$ cat src/rtl/skew_pipe_adder.sv
module skew_pipe_adder #(
  parameter int HALF_W = 2
) (
  input  logic              clk,
  input  logic              rst,
  input  logic [HALF_W-1:0] lo_a,
  input  logic [HALF_W-1:0] lo_b,
  input  logic              lo_cin,
  input  logic              lo_in_vld,
  input  logic [HALF_W-1:0] hi_a,
  input  logic [HALF_W-1:0] hi_b,
  input  logic              hi_in_vld,
  output logic [HALF_W-1:0] lo_sum,
  output logic              lo_out_vld,
  output logic [HALF_W-1:0] hi_sum,
  output logic              hi_cout,
  output logic              hi_out_vld
);
  logic              carry_q;
  logic [HALF_W:0]   lc, hc;
  logic [HALF_W-1:0] lsum_w, hsum_w;

  assign lc[0] = lo_cin;
  assign hc[0] = carry_q;

  for (genvar i = 0; i < HALF_W; i++) begin : g_fa
    assign lsum_w[i]  = lo_a[i] ^ lo_b[i] ^ lc[i];
    assign lc[i+1]    = (lo_a[i] & lo_b[i]) | (lc[i] & (lo_a[i] ^ lo_b[i]));
    assign hsum_w[i]  = hi_a[i] ^ hi_b[i] ^ hc[i];
    assign hc[i+1]    = (hi_a[i] & hi_b[i]) | (hc[i] & (hi_a[i] ^ hi_b[i]));
  end

  always_ff @(posedge clk) begin
    if (rst) begin
      carry_q    <= 1'b0;
      lo_sum     <= '0;
      lo_out_vld <= 1'b0;
      hi_sum     <= '0;
      hi_cout    <= 1'b0;
      hi_out_vld <= 1'b0;
    end else begin
      carry_q    <= lo_in_vld & lc[HALF_W];
      lo_sum     <= lsum_w;
      lo_out_vld <= lo_in_vld;
      hi_sum     <= hsum_w;
      hi_cout    <= hc[HALF_W];
      hi_out_vld <= hi_in_vld;
    end
  end
endmodule


$ cat config.mk
export PLATFORM = sky130hd
export DESIGN_NAME = skew_pipe_adder
export DESIGN_NICKNAME = d
export VERILOG_FILES = /design/src/rtl/skew_pipe_adder.sv
export SDC_FILE = /design/constraint.sdc
export NUM_CORES = 1
export LEC_CHECK = 0
export BUFFER_PORTS_ARGS = -buffer_cell sky130_fd_sc_hd__buf_2
export CORE_AREA = 5 5 42 44
export CTS_BUF_LIST = sky130_fd_sc_hd__clkbuf_2
export DETAILED_ROUTE_END_ITERATION = 12
export DIE_AREA = 0 0 47 49
export PLACE_DENSITY = 0.56
export SLEW_MARGIN = 30
export SYNTH_ARGS = -nofsm -noshare
export SYNTH_HDL_FRONTEND = slang
export SYNTH_SLANG_ARGS = --single-unit
$ cat constraint.sdc
create_clock -name clk -period 1.4 [get_ports clk]
set_clock_uncertainty 0.05 [all_clocks]
set_input_delay 0 -clock clk [delete_from_list [all_inputs] [get_ports clk]]
set_output_delay 0 -clock clk [all_outputs]
set_load 0.02 [all_outputs]
== After elaboration in Yosys (flattened, before gate mapping) ==
Cells that the tools add are included.
W data, S select, Z words.
Word-level totals
  register bits after elaboration: 8
  bits of input ports: 13
  output and inout port bits: 7
  logic and storage cells: 27
Cells by class
  bitwise gates (word level): 21
Operators with widths (number)
  $and A1 B1 Y1: 9
  $xor A1 B1 Y1: 8
  $or A1 B1 Y1: 4

== Depth between registers and ports, before layout ==
Gate-level depths: netlist of run 1.
  word-level depth: 6
  depth in mapped cells: 5
  depth with buffers taken out: 5

== Least setup slack after synthesis of run 1 ==
No wires, ideal clock.
  kind: register -> register
  from: reg carry_q
  to: reg hi_sum[1]
  setup time: 0.111 ns
  arrival time: 1.203 ns
  data required time: 1.239 ns
  path slack: 0.036 ns
  cell stages (with the launch flop): 5
  buffers on the path: 0
  period minus slack after synthesis: 1.364 ns
  path through: dfxtp_1 -> inv_1 -> fa_1 -> fa_1 -> nor2_1
On the way
  longest elaborated chain between the ends: 3
RTL lines
  start: declaration: line 19  | logic carry_q;
  start signal: assignment: line 42  | carry_q <= lo_in_vld & lc[HALF_W];
  $and A1 B1 Y1: line 30  | assign hc[i+1] = (hi_a[i] & hi_b[i]) | (hc[i] & (hi_a[i] ^ hi_b[i]));
  $or A1 B1 Y1: line 30
  $xor A1 B1 Y1: line 29  | assign hsum_w[i] = hi_a[i] ^ hi_b[i] ^ hc[i];
  end signal: assignment: line 45  | hi_sum <= hsum_w;
  end: declaration: line 15  | output logic [HALF_W-1:0] hi_sum,
Every way passes these cells.
A chain may end at the register's enable or synchronous reset.

== Final worst setup path of run 1 ==
Ends and elaborated chain as after synthesis.

==> impl_results.html, run 1 <==
<table>
<tr><th>Metric</th><th>Value</th></tr>
<tr><th colspan="2">Outcome</th></tr>
<tr><td>Run status</td><td>complete, no violations</td></tr>
<tr><th colspan="2">Layout</th></tr>
<tr><td>Area Overhead vs Synth</td><td>50.00%</td></tr>
<tr><td>Most frequent cells in the layout</td><td>19 x sky130_fd_sc_hd__buf_2, 9 x sky130_fd_sc_hd__inv_1, 8 x sky130_fd_sc_hd__dfxtp_1</td></tr>
<tr><td>Share of layout cells above drive strength 1</td><td>50.00%</td></tr>
<tr><td>Antenna diode count</td><td>0</td></tr>
<tr><td>Count of nets after finishing</td><td>73</td></tr>
<tr><td>Leading cell type in the layout, fill and taps excluded</td><td>sky130_fd_sc_hd__buf_2</td></tr>
<tr><td>Final cell utilization of the core</td><td>34.82%</td></tr>
<tr><th colspan="2">Timing</th></tr>
<tr><td>Worst Hold Slack</td><td>0.1001 ns</td></tr>
<tr><td>Maximum clock frequency</td><td>0.7356 GHz</td></tr>
<tr><td>Minimum clock period</td><td>1.360 ns</td></tr>
<tr><td>Fin Setup TNS</td><td>0 ns</td></tr>
<tr><td>Slew headroom</td><td>91.29%</td></tr>
<tr><td>Hold violation count in the final report</td><td>0</td></tr>
<tr><td>Final worst slack</td><td>0.04049 ns</td></tr>
<tr><td>Pin slew with the least headroom to its limit</td><td>0.1306 ns</td></tr>
<tr><td>Final setup violation count</td><td>0</td></tr>
<tr><td>RSZ-0062 raised after global routing</td><td>false</td></tr>
<tr><td>Fraction of the cycle the final worst path needs</td><td>97.11%</td></tr>
<tr><td>Count of pins over their slew limit</td><td>0</td></tr>
<tr><th colspan="2">CTS</th></tr>
<tr><td>TritonCTS clock tree</td><td>built</td></tr>
<tr><td>Clock Latency Late Sink</td><td>0.23 ns</td></tr>
<tr><td>Count of clock tree sinks</td><td>8</td></tr>
<tr><td>Number of buffers inserted during clock tree synthesis</td><td>3</td></tr>
<tr><td>Register clock-pin slew on the reported worst setup and hold paths</td><td>0.08 ns</td></tr>
<tr><td>Maximum buffer depth of the clock tree</td><td>2</td></tr>
<tr><td>H-tree levels</td><td>1</td></tr>
<tr><td>Buffer cell driving the clock tree root</td><td>sky130_fd_sc_hd__clkbuf_2</td></tr>
<tr><td>Buffers inserted by post-CTS timing repair</td><td>0</td></tr>
<tr><th colspan="2">Drt</th></tr>
<tr><td>Detailed-route DRC error count</td><td>0</td></tr>
<tr><td>Remaining antenna violation count after routing</td><td>0</td></tr>
<tr><td>Total vias in the final route</td><td>263</td></tr>
<tr><td>Post-detailed-route via-to-cell ratio</td><td>3.757</td></tr>
<tr><td>Number of iterations in the first detailed-routing pass</td><td>2</td></tr>
<tr><td>Violation count after the first detailed-routing iteration</td><td>1</td></tr>
<tr><td>WL final</td><td>641 µm</td></tr>
<tr><td>Routed WL per cell</td><td>9.157 µm</td></tr>
<tr><th colspan="2">Min path</th></tr>
<tr><td>Kind of path behind the tightest hold check</td><td>in2reg</td></tr>
<tr><th colspan="2">Synth</th></tr>
<tr><td>Post-synthesis cell area</td><td>325.3 µm²</td></tr>
<tr><td>Count of cell types in the netlist</td><td>6</td></tr>
<tr><td>Total number of yosys warnings</td><td>0</td></tr>
<tr><td>Synth area leader</td><td>sky130_fd_sc_hd__dfxtp_1</td></tr>
<tr><td>Average footprint of a synthesized cell</td><td>11.22 µm²</td></tr>
<tr><td>Synthesis-stage register bit count</td><td>8</td></tr>
<tr><td>Area contributors post-synth</td><td>sky130_fd_sc_hd__dfxtp_1 49%, sky130_fd_sc_hd__fa_1 25%, sky130_fd_sc_hd__inv_1 10%</td></tr>
<tr><td>Post-Syn Instances</td><td>29</td></tr>
<tr><td>Fraction of the yosys area taken by sequential cells</td><td>49.23%</td></tr>
<tr><td>Share of the synthesized area in the top cell type</td><td>49.23%</td></tr>
<tr><td>Syn nets</td><td>46</td></tr>
<tr><th colspan="2">Power</th></tr>
<tr><td>Power per Cell Area</td><td>1008 nW/µm²</td></tr>
<tr><td>Static leakage</td><td>0.2728 nW</td></tr>
<tr><td>Overall power consumption</td><td>0.4918 mW</td></tr>
<tr><td>Worst ir drop on vdd</td><td>0.5066 mV</td></tr>
<tr><th colspan="2">Critical path</th></tr>
<tr><td>Worst Path Required</td><td>1.48 ns</td></tr>
<tr><td>Largest fanout of any net on the critical path</td><td>1</td></tr>
<tr><td>Kind of end point of the critical path</td><td>flop</td></tr>
<tr><td>Kind of start point of the critical path</td><td>flop</td></tr>
<tr><td>Crit-path max cell delay</td><td>0.48 ns</td></tr>
<tr><td>Crit path arrival time</td><td>1.44 ns</td></tr>
<tr><td>Slowest stage cell, crit path</td><td>sky130_fd_sc_hd__fa_1</td></tr>
<tr><td>Crit path kind</td><td>reg2reg</td></tr>
<tr><td>Crit-path cells</td><td>inv_1 &gt; fa_2 &gt; fa_1 &gt; nor2_1</td></tr>
<tr><th colspan="2">Floorplanning</th></tr>
<tr><td>Die area</td><td>2303 µm²</td></tr>
<tr><td>Die outline height</td><td>49 µm</td></tr>
<tr><td>I/O pin count</td><td>20</td></tr>
<tr><td>Std-Cell Core Area</td><td>1401 µm²</td></tr>
<tr><td>Initial core utilization</td><td>23.21%</td></tr>
<tr><td>Number of core rows</td><td>14</td></tr>
<tr><td>Die Span X</td><td>47 µm</td></tr>
<tr><th colspan="2">GRT</th></tr>
<tr><td>GRT Overall Usage</td><td>6.175%</td></tr>
<tr><td>Global route overflow</td><td>0</td></tr>
<tr><td>Antenna violations before repair</td><td>0</td></tr>
<tr><td>Maximum number of pins on one net before global-route repair</td><td>9</td></tr>
<tr><td>First-pass GRT wire length</td><td>938 µm</td></tr>
<tr><td>Via count of the first global-routing pass</td><td>263</td></tr>
<tr><th colspan="2">Place</th></tr>
<tr><td>Buffers on Ports</td><td>19</td></tr>
<tr><td>Worst slack after detailed placement</td><td>-0.004985 ns</td></tr>
<tr><td>Final HPWL from detailed placement</td><td>516.9 µm</td></tr>
<tr><td>Global placement routability congestion</td><td>0.5664</td></tr>
<tr><th colspan="2">Flow run</th></tr>
<tr><td>Reported max-cap violation count</td><td>0</td></tr>
</table>
## cell usage after synthesis
master / number
sky130_fd_sc_hd__inv_1: 9
sky130_fd_sc_hd__fa_1: 4
sky130_fd_sc_hd__and3b_2: 1
sky130_fd_sc_hd__nor2_1: 4
sky130_fd_sc_hd__dfxtp_1: 8
sky130_fd_sc_hd__and2b_2: 3
## per-stage QoR
| step | instance area (µm²) | std cells |
|---|---|---|
| 2_1_floorplan | 325.3 | 29 |
| 3_3_place_gp | 440.4 | 64 |
| 3_5_place_dp | 440.4 | 64 |
| 4_1_cts | 488.0 | 70 |
| 5_1_grt | 488.0 | 70 |
| 6_report | 488.0 | 70 |
## metal layers
layer	part of all wire [%]	GRT usage (%)	wire length [µm]	vias to the layer above
li1	-	-	-	130
met1	34	5.405	216	124
met2	56	10.18	356	9
met3	11	3.321	68	0
met4	0	4.147	0	0
met5	0	0	0	-
## critical path, delay by kind of cell, from the launching register on
| family | cells | cell delay, ns |
|---|---|---|
| buf+inv | 1 | 0.04 |
| simple gates | 1 | 0.04 |
| fa+ha+maj | 2 | 0.81 |
| flops | 1 | 0.31 |
## final timing paths
kind                 from        end  slack (ns)  depth (start not counted)
setup / recovery  carry_q  hi_sum[1]        0.04                          4
hold / removal     lo_cin  lo_sum[0]        0.10                          4
hold reg to reg   carry_q  hi_sum[0]        0.57                          3
setup reg to reg  carry_q  hi_sum[1]        0.04                          4
## cell families after synthesis
| logic type | after synthesis | synth area share, % |
|---|---|---|
| adders and majority gates | 4 | 24.62 |
| and+or+nand+nor | 8 | 15.77 |
| buffers and inverters | 9 | 10.38 |
| DFF | 8 | 49.23 |
## state kept, by name, indices dropped and copies added (netlist names)
register and cells:
hi_sum 2, lo_sum 2, carry_q 1, hi_cout 1, hi_out_vld 1, lo_out_vld 1
## repair_timing
item,4_1_cts,5_1_grt
setup endpoints to repair,1,0
endpoints found under the hold margin,7,0
gates resized for setup,1,0
hold buffers,3,0
## layout make-up
| type | instances | area (µm²) |
|---|---|---|
| Clock buffer | 3 | 15.01 |
| Inverter | 9 | 33.78 |
| Multi-Input combinational cell | 12 | 133.9 |
| Sequential cell | 8 | 160.2 |
| Fill cell | 155 | 913.4 |
| Timing Repair Buffer | 22 | 125.1 |
| Tap cell | 16 | 20.02 |
## power by group
group	leakage, nW	total (mW)	switching [mW]	internal (mW)
clock network	0.0125	0.137	0.0784	0.0585
registers	0.0665	0.250	0.00341	0.247
logic	0.194	0.105	0.0557	0.0492
total	0.273	0.492	0.138	0.354
Note: power is estimated with default switching activity, not from simulation.
==> inputs of run 2 (changes only) <==
Settings changed: ABC_AREA from default to 1, PLACE_DENSITY 0.56 to 0.58.
==> impl_results.html, run 2 <==
<table>
<tr><th>Metric</th><th>Value</th></tr>
<tr><th colspan="2">Outcome</th></tr>
<tr><td>Run status</td><td>complete, no violations (unchanged)</td></tr>
<tr><th colspan="2">Critical path</th></tr>
<tr><td>Crit-path cells</td><td>inv_1 &gt; fa_2 &gt; fa_1 &gt; nor2_1 (unchanged)</td></tr>
<tr><td>Slowest stage cell, crit path</td><td>sky130_fd_sc_hd__fa_1 (unchanged)</td></tr>
<tr><td>Largest fanout of any net on the critical path</td><td>1 (unchanged)</td></tr>
<tr><td>Crit path capture</td><td>hi_sum[1] (unchanged)</td></tr>
<tr><td>Kind of end point of the critical path</td><td>flop (unchanged)</td></tr>
<tr><td>Endpoint of the lowest-slack register-to-register path</td><td>hi_sum[1] (unchanged)</td></tr>
<tr><td>Number of cells on the worst reg-to-reg path</td><td>4 (unchanged)</td></tr>
<tr><td>Crit-path max cell delay</td><td>0.48 ns (about the same)</td></tr>
<tr><td>Worst flop-to-flop path startpoint</td><td>carry_q (unchanged)</td></tr>
<tr><td>Reg-to-reg slack, setup</td><td>0.03 ns (was 0.04 ns)</td></tr>
<tr><td>Launch point of the critical path</td><td>carry_q (unchanged)</td></tr>
<tr><td>Kind of start point of the critical path</td><td>flop (unchanged)</td></tr>
<tr><td>Worst Path Required</td><td>1.49 ns (was 1.48 ns)</td></tr>
<tr><td>Crit path arrival time</td><td>1.46 ns (was 1.44 ns)</td></tr>
<tr><td>Crit path kind</td><td>reg2reg (unchanged)</td></tr>
<tr><th colspan="2">Power</th></tr>
<tr><td>Static leakage</td><td>0.2776 nW (was 0.2728 nW)</td></tr>
<tr><td>Switch share</td><td>30.29% (was 27.96%)</td></tr>
<tr><td>Net load switching power</td><td>0.1532 mW (was 0.1375 mW)</td></tr>
<tr><td>Power per Cell Area</td><td>1018 nW/µm² (was 1008 nW/µm²)</td></tr>
<tr><td>Portion of total power attributed to the clock network</td><td>28.6% (was 27.8%)</td></tr>
<tr><td>Sequential power share</td><td>49.6% (was 50.8%)</td></tr>
<tr><td>Internal power</td><td>0.3525 mW (was 0.3543 mW)</td></tr>
<tr><td>Combinational group share of total power</td><td>21.8% (was 21.3%)</td></tr>
<tr><td>Worst ir drop on vdd</td><td>0.3889 mV (was 0.5066 mV)</td></tr>
<tr><th colspan="2">Layout</th></tr>
<tr><td># fillers</td><td>145 (was 155)</td></tr>
<tr><td>Area of the multi-input gates</td><td>131.4 µm² (was 133.9 µm²)</td></tr>
<tr><td>Count of nets after finishing</td><td>77 (was 73)</td></tr>
<tr><td>Largest registers ranked by flip-flop count</td><td>hi_sum (2), lo_sum (2) (unchanged)</td></tr>
<tr><td>Leading cell type in the layout, fill and taps excluded</td><td>sky130_fd_sc_hd__buf_2 (unchanged)</td></tr>
<tr><td>Antenna diode count</td><td>0 (unchanged)</td></tr>
<tr><td>Most frequent cells in the layout</td><td>19 x sky130_fd_sc_hd__buf_2, 12 x sky130_fd_sc_hd__inv_1, 8 x sky130_fd_sc_hd__dfxtp_1 (was 19 x sky130_fd_sc_hd__buf_2, 9 x sky130_fd_sc_hd__inv_1, 8 x sky130_fd_sc_hd__dfxtp_1)</td></tr>
<tr><td>Sequential Area</td><td>160.2 µm² (unchanged)</td></tr>
<tr><td>Final cell utilization of the core</td><td>35.45% (was 34.82%)</td></tr>
<tr><td>Share of layout cells above drive strength 1</td><td>46.55% (was 50.00%)</td></tr>
<tr><td>Final Cell Area</td><td>496.7 µm² (was 488.0 µm²)</td></tr>
<tr><td>Area Overhead vs Synth</td><td>43.84% (was 50.00%)</td></tr>
<tr><th colspan="2">Synth</th></tr>
<tr><td>Share of the synthesized area in the top cell type</td><td>46.38% (was 49.23%)</td></tr>
<tr><td>Primary FF master, synth</td><td>sky130_fd_sc_hd__dfxtp_1 (unchanged)</td></tr>
<tr><td>Total number of yosys warnings</td><td>0 (unchanged)</td></tr>
<tr><td>Most frequent cells after synthesis</td><td>12 x sky130_fd_sc_hd__inv_1, 8 x sky130_fd_sc_hd__dfxtp_1, 4 x sky130_fd_sc_hd__fa_1, 4 x sky130_fd_sc_hd__nor2_1, 3 x sky130_fd_sc_hd__nor2_2 (was 9 x sky130_fd_sc_hd__inv_1, 8 x sky130_fd_sc_hd__dfxtp_1, 4 x sky130_fd_sc_hd__fa_1, 4 x sky130_fd_sc_hd__nor2_1, 3 x sky130_fd_sc_hd__and2b_2)</td></tr>
<tr><td>Area contributors post-synth</td><td>sky130_fd_sc_hd__dfxtp_1 46%, sky130_fd_sc_hd__fa_1 23%, sky130_fd_sc_hd__inv_1 13% (was sky130_fd_sc_hd__dfxtp_1 49%, sky130_fd_sc_hd__fa_1 25%, sky130_fd_sc_hd__inv_1 10%)</td></tr>
<tr><td>Post-synthesis cell area</td><td>345.3 µm² (was 325.3 µm²)</td></tr>
<tr><td>Fraction of synthesis flops using an asynchronous set or reset pin</td><td>0% (unchanged)</td></tr>
<tr><td>Post-Syn Instances</td><td>34 (was 29)</td></tr>
<tr><td>Fraction of the yosys area taken by sequential cells</td><td>46.38% (was 49.23%)</td></tr>
<tr><td>Count of cell types in the netlist</td><td>8 (was 6)</td></tr>
<tr><td>Syn nets</td><td>51 (was 46)</td></tr>
<tr><td>Synthesis-stage register bit count</td><td>8 (unchanged)</td></tr>
<tr><td>Most used standard cell by instance count after synthesis</td><td>sky130_fd_sc_hd__inv_1 (unchanged)</td></tr>
<tr><td>Average footprint of a synthesized cell</td><td>10.16 µm² (was 11.22 µm²)</td></tr>
<tr><td>Number of enable-type register cells in the synthesized netlist</td><td>0 (unchanged)</td></tr>
<tr><td>Synth area leader</td><td>sky130_fd_sc_hd__dfxtp_1 (unchanged)</td></tr>
<tr><th colspan="2">GRT</th></tr>
<tr><td>First-pass GRT wire length</td><td>1.124 mm (was 938 µm)</td></tr>
<tr><td>Antenna violations before repair</td><td>0 (unchanged)</td></tr>
<tr><td>Global route overflow</td><td>0 (unchanged)</td></tr>
<tr><td>Via count of the first global-routing pass</td><td>305 (was 263)</td></tr>
<tr><td>Maximum number of pins on one net before global-route repair</td><td>9 (unchanged)</td></tr>
<tr><td>GRT Overall Usage</td><td>7.016% (was 6.175%)</td></tr>
<tr><th colspan="2">Floorplanning</th></tr>
<tr><td>Die area</td><td>2303 µm² (unchanged)</td></tr>
<tr><td>Die outline height</td><td>49 µm (unchanged)</td></tr>
<tr><td>Std-Cell Core Area</td><td>1401 µm² (unchanged)</td></tr>
<tr><td>Initial core utilization</td><td>24.64% (was 23.21%)</td></tr>
<tr><td>I/O pin count</td><td>20 (unchanged)</td></tr>
<tr><td>Die Span X</td><td>47 µm (unchanged)</td></tr>
<tr><td>Number of core rows</td><td>14 (unchanged)</td></tr>
<tr><th colspan="2">CTS</th></tr>
<tr><td>Clock Latency Late Sink</td><td>0.24 ns (was 0.23 ns)</td></tr>
<tr><td>Count of clock tree sinks</td><td>8 (unchanged)</td></tr>
<tr><td>Buffers inserted by post-CTS timing repair</td><td>0 (unchanged)</td></tr>
<tr><td>Number of buffers inserted during clock tree synthesis</td><td>3 (unchanged)</td></tr>
<tr><td>Buffer cell driving the clock tree root</td><td>sky130_fd_sc_hd__clkbuf_2 (unchanged)</td></tr>
<tr><td>H-tree levels</td><td>1 (unchanged)</td></tr>
<tr><td>Register clock-pin slew on the reported worst setup and hold paths</td><td>0.08 ns (about the same)</td></tr>
<tr><td>TritonCTS clock tree</td><td>built (unchanged)</td></tr>
<tr><td>Maximum buffer depth of the clock tree</td><td>2 (unchanged)</td></tr>
<tr><th colspan="2">Place</th></tr>
<tr><td>Total placed instance area</td><td>449.2 µm² (was 440.4 µm²)</td></tr>
<tr><td>Buffers on Ports</td><td>19 (unchanged)</td></tr>
<tr><td>Worst slack after detailed placement</td><td>-0.008541 ns (was -0.004985 ns)</td></tr>
<tr><td>Global placement routability congestion</td><td>0.6329 (was 0.5664)</td></tr>
<tr><td>Final HPWL from detailed placement</td><td>496.9 µm (was 516.9 µm)</td></tr>
<tr><th colspan="2">Drt</th></tr>
<tr><td>Detailed-route DRC error count</td><td>0 (unchanged)</td></tr>
<tr><td>Total vias in the final route</td><td>273 (was 263)</td></tr>
<tr><td>Number of iterations in the first detailed-routing pass</td><td>2 (unchanged)</td></tr>
<tr><td>Violation count after the first detailed-routing iteration</td><td>2 (was 1)</td></tr>
<tr><td>Routed WL per cell</td><td>9.284 µm (was 9.157 µm)</td></tr>
<tr><td>Remaining antenna violation count after routing</td><td>0 (unchanged)</td></tr>
<tr><td>WL final</td><td>687 µm (was 641 µm)</td></tr>
<tr><td>Post-detailed-route via-to-cell ratio</td><td>3.689 (was 3.757)</td></tr>
<tr><th colspan="2">Timing</th></tr>
<tr><td>Minimum clock period</td><td>1.371 ns (was 1.360 ns)</td></tr>
<tr><td>Final worst slack</td><td>0.02920 ns (was 0.04049 ns)</td></tr>
<tr><td>Final setup violation count</td><td>0 (unchanged)</td></tr>
<tr><td>Maximum clock frequency</td><td>0.7295 GHz (was 0.7356 GHz)</td></tr>
<tr><td>Hold violation count in the final report</td><td>0 (unchanged)</td></tr>
<tr><td>Count of pins over their slew limit</td><td>0 (unchanged)</td></tr>
<tr><td>Pin slew with the least headroom to its limit</td><td>0.2131 ns (was 0.1306 ns)</td></tr>
<tr><td>Fin Setup TNS</td><td>0 ns (unchanged)</td></tr>
<tr><td>Worst Hold Slack</td><td>0.07677 ns (was 0.1001 ns)</td></tr>
<tr><td>RSZ-0062 raised after global routing</td><td>false (unchanged)</td></tr>
<tr><td>Slew headroom</td><td>85.80% (was 91.29%)</td></tr>
<tr><td>Fraction of the cycle the final worst path needs</td><td>97.91% (was 97.11%)</td></tr>
<tr><th colspan="2">Flow run</th></tr>
<tr><td>Reported max-cap violation count</td><td>0 (unchanged)</td></tr>
<tr><th colspan="2">Min path</th></tr>
<tr><td>Hold Crit Start</td><td>lo_b[1] (was lo_cin)</td></tr>
<tr><td>Kind of path behind the tightest hold check</td><td>in2reg (unchanged)</td></tr>
</table>
## run 2: cell types whose count changed after synthesis
cell / before / now
sky130_fd_sc_hd__and2b_2: 3 / 0
sky130_fd_sc_hd__and3b_2: 1 / 0
sky130_fd_sc_hd__buf_6: 0 / 1
sky130_fd_sc_hd__inv_1: 9 / 12
sky130_fd_sc_hd__nand2_1: 0 / 1
sky130_fd_sc_hd__nor2_2: 0 / 3
sky130_fd_sc_hd__nor2_4: 0 / 1
## run 2: critical path, delay by kind of cell, from the launching register on
kind          cells  cell delay, ns
buf+inv           1            0.04
fa+ha+maj         2            0.81
simple gates      1            0.05
flops             1            0.31
## run 2: repair_timing
item / CTS / global route
hold buffers: 3 / 0
gates resized for setup: 1 / 0
setup endpoints to repair: 1 / 0
hold endpoints to repair: 4 / 0
## run 2: area by class of cell
type,count,area share (%)
Sequential cell,8,32.24
Inverter,12,9.068
Timing Repair Buffer,22,25.19
Multi-Input combinational cell,13,26.45
Tap cell,16,4.030
Clock buffer,3,3.023
## run 2: cell families (layout without fill, tap and decap cells)
group | count (synthesis) | after routing | synth area share [%]
adder cells (fa/ha/maj) | 4 | 4 | 23.19
buffers and inverters | 13 | 37 | 16.30
AND/OR/NAND/NOR | 9 | 9 | 14.13
flip-flops | 8 | 8 | 46.38
## run 2: worst min path at each step
stage	end	slack, ns	cells past startpoint
3_5_place_dp	hi_out_vld	0.17	3
2_1_floorplan	hi_out_vld	0.06	2
3_3_place_gp	hi_out_vld	0.16	3
4_1_cts	lo_sum[1]	0.08	4
6_report	lo_sum[1]	0.08	4
5_1_grt	lo_sum[1]	0.07	4
## run 2: through the flow
| stage | power, mW | cells |
|---|---|---|
| global route | 0.5344 | 74 |
| floorplan | 0.3232 | 34 |
| finish | 0.5058 | 74 |
| detailed placement | 0.3610 | 68 |
| global placement | 0.3592 | 68 |
| CTS | 0.5127 | 74 |
## run 2: power by group through the flow
stage	sequential [mW]	combinational, mW	clock [mW]
after global placement	0.256	0.103	0
final	0.251	0.110	0.144
after global routing	0.253	0.122	0.159
after CTS	0.251	0.112	0.150
after detailed placement	0.256	0.105	0
after floorplan	0.280	0.0431	0
## run 2: metal layers
| layer | part of all wire, % | vias to the layer above | track usage [%] |
|---|---|---|---|
| li1 | - | 137 | - |
| met1 | 38 | 118 | 6.726 |
| met2 | 50 | 16 | 11.31 |
| met3 | 10 | 2 | 3.690 |
| met4 | 1.6 | 0 | 4.147 |
| met5 | 0 | - | 0 |
==> inputs of run 3 (changes only) <==
Settings changed: CTS_BUF_LIST sky130_fd_sc_hd__clkbuf_2 to sky130_fd_sc_hd__clkbuf_4 sky130_fd_sc_hd__clkbuf_8.
==> impl_results.html, run 3 (synthesis results as in run 2) <==
<table>
<tr><th>Metric</th><th>Value</th></tr>
<tr><th colspan="2">Place</th></tr>
<tr><td>Global placement routability congestion</td><td>0.6329 (unchanged)</td></tr>
<tr><td>Final HPWL from detailed placement</td><td>496.9 µm (unchanged)</td></tr>
<tr><td>Number of instances in the placed design</td><td>68 (unchanged)</td></tr>
<tr><td>Buffers on Ports</td><td>19 (unchanged)</td></tr>
<tr><th colspan="2">Critical path</th></tr>
<tr><td>Kind of end point of the critical path</td><td>flop (unchanged)</td></tr>
<tr><td>Crit path arrival time</td><td>1.45 ns (was 1.46 ns)</td></tr>
<tr><td>Reg-to-reg slack, setup</td><td>0.03 ns (about the same)</td></tr>
<tr><td>Largest fanout of any net on the critical path</td><td>1 (unchanged)</td></tr>
<tr><td>Crit path kind</td><td>reg2reg (unchanged)</td></tr>
<tr><td>Kind of start point of the critical path</td><td>flop (unchanged)</td></tr>
<tr><td>Worst Path Required</td><td>1.49 ns (about the same)</td></tr>
<tr><th colspan="2">Layout</th></tr>
<tr><td>Leading cell type in the layout, fill and taps excluded</td><td>sky130_fd_sc_hd__buf_2 (unchanged)</td></tr>
<tr><td>Share of layout cells above drive strength 1</td><td>46.55% (unchanged)</td></tr>
<tr><td># fillers</td><td>143 (was 145)</td></tr>
<tr><td>Antenna diode count</td><td>0 (unchanged)</td></tr>
<tr><td>Largest registers ranked by flip-flop count</td><td>hi_sum (2), lo_sum (2) (unchanged)</td></tr>
<tr><td>Count of nets after finishing</td><td>77 (unchanged)</td></tr>
<tr><td>Area Overhead vs Synth</td><td>46.01% (was 43.84%)</td></tr>
<tr><td>Most frequent cells in the layout</td><td>19 x sky130_fd_sc_hd__buf_2, 12 x sky130_fd_sc_hd__inv_1, 8 x sky130_fd_sc_hd__dfxtp_1 (unchanged)</td></tr>
<tr><td>Final std cells w/o fill</td><td>74 (unchanged)</td></tr>
<tr><td>Final cell utilization of the core</td><td>35.98% (was 35.45%)</td></tr>
<tr><th colspan="2">CTS</th></tr>
<tr><td>H-tree levels</td><td>1 (unchanged)</td></tr>
<tr><td>Maximum buffer depth of the clock tree</td><td>2 (unchanged)</td></tr>
<tr><td>Register clock-pin slew on the reported worst setup and hold paths</td><td>0.06 ns (was 0.08 ns)</td></tr>
<tr><td>Count of clock tree sinks</td><td>8 (unchanged)</td></tr>
<tr><td>Clock Latency Late Sink</td><td>0.25 ns (was 0.24 ns)</td></tr>
<tr><td>TritonCTS clock tree</td><td>built (unchanged)</td></tr>
<tr><td>Number of buffers inserted during clock tree synthesis</td><td>3 (unchanged)</td></tr>
<tr><td>Buffers inserted by post-CTS timing repair</td><td>0 (unchanged)</td></tr>
<tr><td>Buffer cell driving the clock tree root</td><td>sky130_fd_sc_hd__clkbuf_4 (was sky130_fd_sc_hd__clkbuf_2)</td></tr>
<tr><th colspan="2">Drt</th></tr>
<tr><td>Routed WL per cell</td><td>9.243 µm (was 9.284 µm)</td></tr>
<tr><td>Number of iterations in the first detailed-routing pass</td><td>2 (unchanged)</td></tr>
<tr><td>Post-detailed-route via-to-cell ratio</td><td>3.622 (was 3.689)</td></tr>
<tr><td>Total vias in the final route</td><td>268 (was 273)</td></tr>
<tr><td>Remaining antenna violation count after routing</td><td>0 (unchanged)</td></tr>
<tr><td>Violation count after the first detailed-routing iteration</td><td>2 (unchanged)</td></tr>
<tr><td>WL final</td><td>684 µm (was 687 µm)</td></tr>
<tr><td>Detailed-route DRC error count</td><td>0 (unchanged)</td></tr>
<tr><th colspan="2">Power</th></tr>
<tr><td>Static leakage</td><td>0.2789 nW (was 0.2776 nW)</td></tr>
<tr><td>Worst ir drop on vdd</td><td>0.4204 mV (was 0.3889 mV)</td></tr>
<tr><td>Overall power consumption</td><td>0.5424 mW (was 0.5058 mW)</td></tr>
<tr><td>Power per Cell Area</td><td>1076 nW/µm² (was 1018 nW/µm²)</td></tr>
<tr><th colspan="2">Min path</th></tr>
<tr><td>Kind of path behind the tightest hold check</td><td>in2reg (unchanged)</td></tr>
<tr><th colspan="2">GRT</th></tr>
<tr><td>GRT Overall Usage</td><td>7.158% (was 7.016%)</td></tr>
<tr><td>Via count of the first global-routing pass</td><td>313 (was 305)</td></tr>
<tr><td>First-pass GRT wire length</td><td>1.159 mm (was 1.124 mm)</td></tr>
<tr><td>Maximum number of pins on one net before global-route repair</td><td>9 (unchanged)</td></tr>
<tr><td>Antenna violations before repair</td><td>0 (unchanged)</td></tr>
<tr><td>Global route overflow</td><td>0 (unchanged)</td></tr>
<tr><th colspan="2">Floorplanning</th></tr>
<tr><td>Die outline height</td><td>49 µm (unchanged)</td></tr>
<tr><td>Std-Cell Core Area</td><td>1401 µm² (unchanged)</td></tr>
<tr><td>Initial core utilization</td><td>24.64% (unchanged)</td></tr>
<tr><td>Die Span X</td><td>47 µm (unchanged)</td></tr>
<tr><td>Die area</td><td>2303 µm² (unchanged)</td></tr>
<tr><td>I/O pin count</td><td>20 (unchanged)</td></tr>
<tr><td>Number of core rows</td><td>14 (unchanged)</td></tr>
<tr><th colspan="2">Timing</th></tr>
<tr><td>Hold violation count in the final report</td><td>0 (unchanged)</td></tr>
<tr><td>Slew headroom</td><td>85.73% (was 85.80%)</td></tr>
<tr><td>Pin slew with the least headroom to its limit</td><td>0.2140 ns (was 0.2131 ns)</td></tr>
<tr><td>Fraction of the cycle the final worst path needs</td><td>97.52% (was 97.91%)</td></tr>
<tr><td>RSZ-0062 raised after global routing</td><td>true (was false)</td></tr>
<tr><td>Count of pins over their slew limit</td><td>0 (unchanged)</td></tr>
<tr><td>Final setup violation count</td><td>0 (unchanged)</td></tr>
<tr><td>Maximum clock frequency</td><td>0.7324 GHz (was 0.7295 GHz)</td></tr>
<tr><td>Minimum clock period</td><td>1.365 ns (was 1.371 ns)</td></tr>
<tr><th colspan="2">Flow run</th></tr>
<tr><td>Reported max-cap violation count</td><td>0 (unchanged)</td></tr>
<tr><th colspan="2">Outcome</th></tr>
<tr><td>Run status</td><td>complete, no violations (unchanged)</td></tr>
</table>
## run 3: cell count changes in the layout (fill, tap and decap cells not counted)
cell	previous run	this run
sky130_fd_sc_hd__clkbuf_2	3	0
sky130_fd_sc_hd__clkbuf_4	0	3
## run 3: final timing paths
check	end	depth (start not counted)	startpoint
setup / recovery	hi_sum[1]	4	carry_q
setup reg to reg	hi_sum[1]	4	carry_q
hold / removal	lo_sum[1]	4	lo_b[1]
hold reg to reg	hi_sum[0]	3	carry_q
## run 3: area by class of cell
class	instances	area (µm²)	area share [%]
clock buffers	3	22.52	4.466
inverters	12	45.04	8.933
repair buffers	22	125.1	24.81
flip-flops and latches	8	160.2	31.76
multi-input cells	13	131.4	26.05
well taps	16	20.02	3.970
## run 3: stage by stage
stage	hold WS (ns)	setup slack [ns]	instance area (µm²)	TNS, ns
floorplan	0.06440	0.03525	345.3	0
global placement	0.1596	0.01572	449.2	0
detailed placement	0.1659	-0.008541	449.2	-0.008541
CTS	0.06691	0.02557	504.2	0
global route	0.06658	-0.003452	504.2	-0.003452
finish	0.06758	0.03468	504.2	0
## run 3: where the power goes
part	leakage [nW]	switching, mW	total [mW]	internal, mW
Combinational	0.199	0.0629	0.110	0.0472
Clock	0.0138	0.0826	0.181	0.0984
Sequential	0.0665	0.00417	0.251	0.247
## run 3: routing by layer
| layer | global-route usage (%) | wire, µm | vias up |
|---|---|---|---|
| met4 | 4.147 | 0 | 0 |
| met5 | 0 | 0 | - |
| li1 | - | - | 137 |
| met2 | 11.54 | 355 | 13 |
| met1 | 6.951 | 260 | 118 |
| met3 | 3.690 | 68 | 0 |
## run 3: what timing repair did
item                       4_1_cts  5_1_grt
hold endpoints to repair         4        0
setup endpoints to repair        1        1
gates resized for setup          1        0
hold buffers                     3        0
## run 3: worst max-delay path: stages, from the launching register on
cell	delay, ns
sky130_fd_sc_hd__dfxtp_1	0.30
sky130_fd_sc_hd__inv_1	0.04
sky130_fd_sc_hd__fa_2	0.33
sky130_fd_sc_hd__fa_1	0.48
sky130_fd_sc_hd__nor2_1	0.05
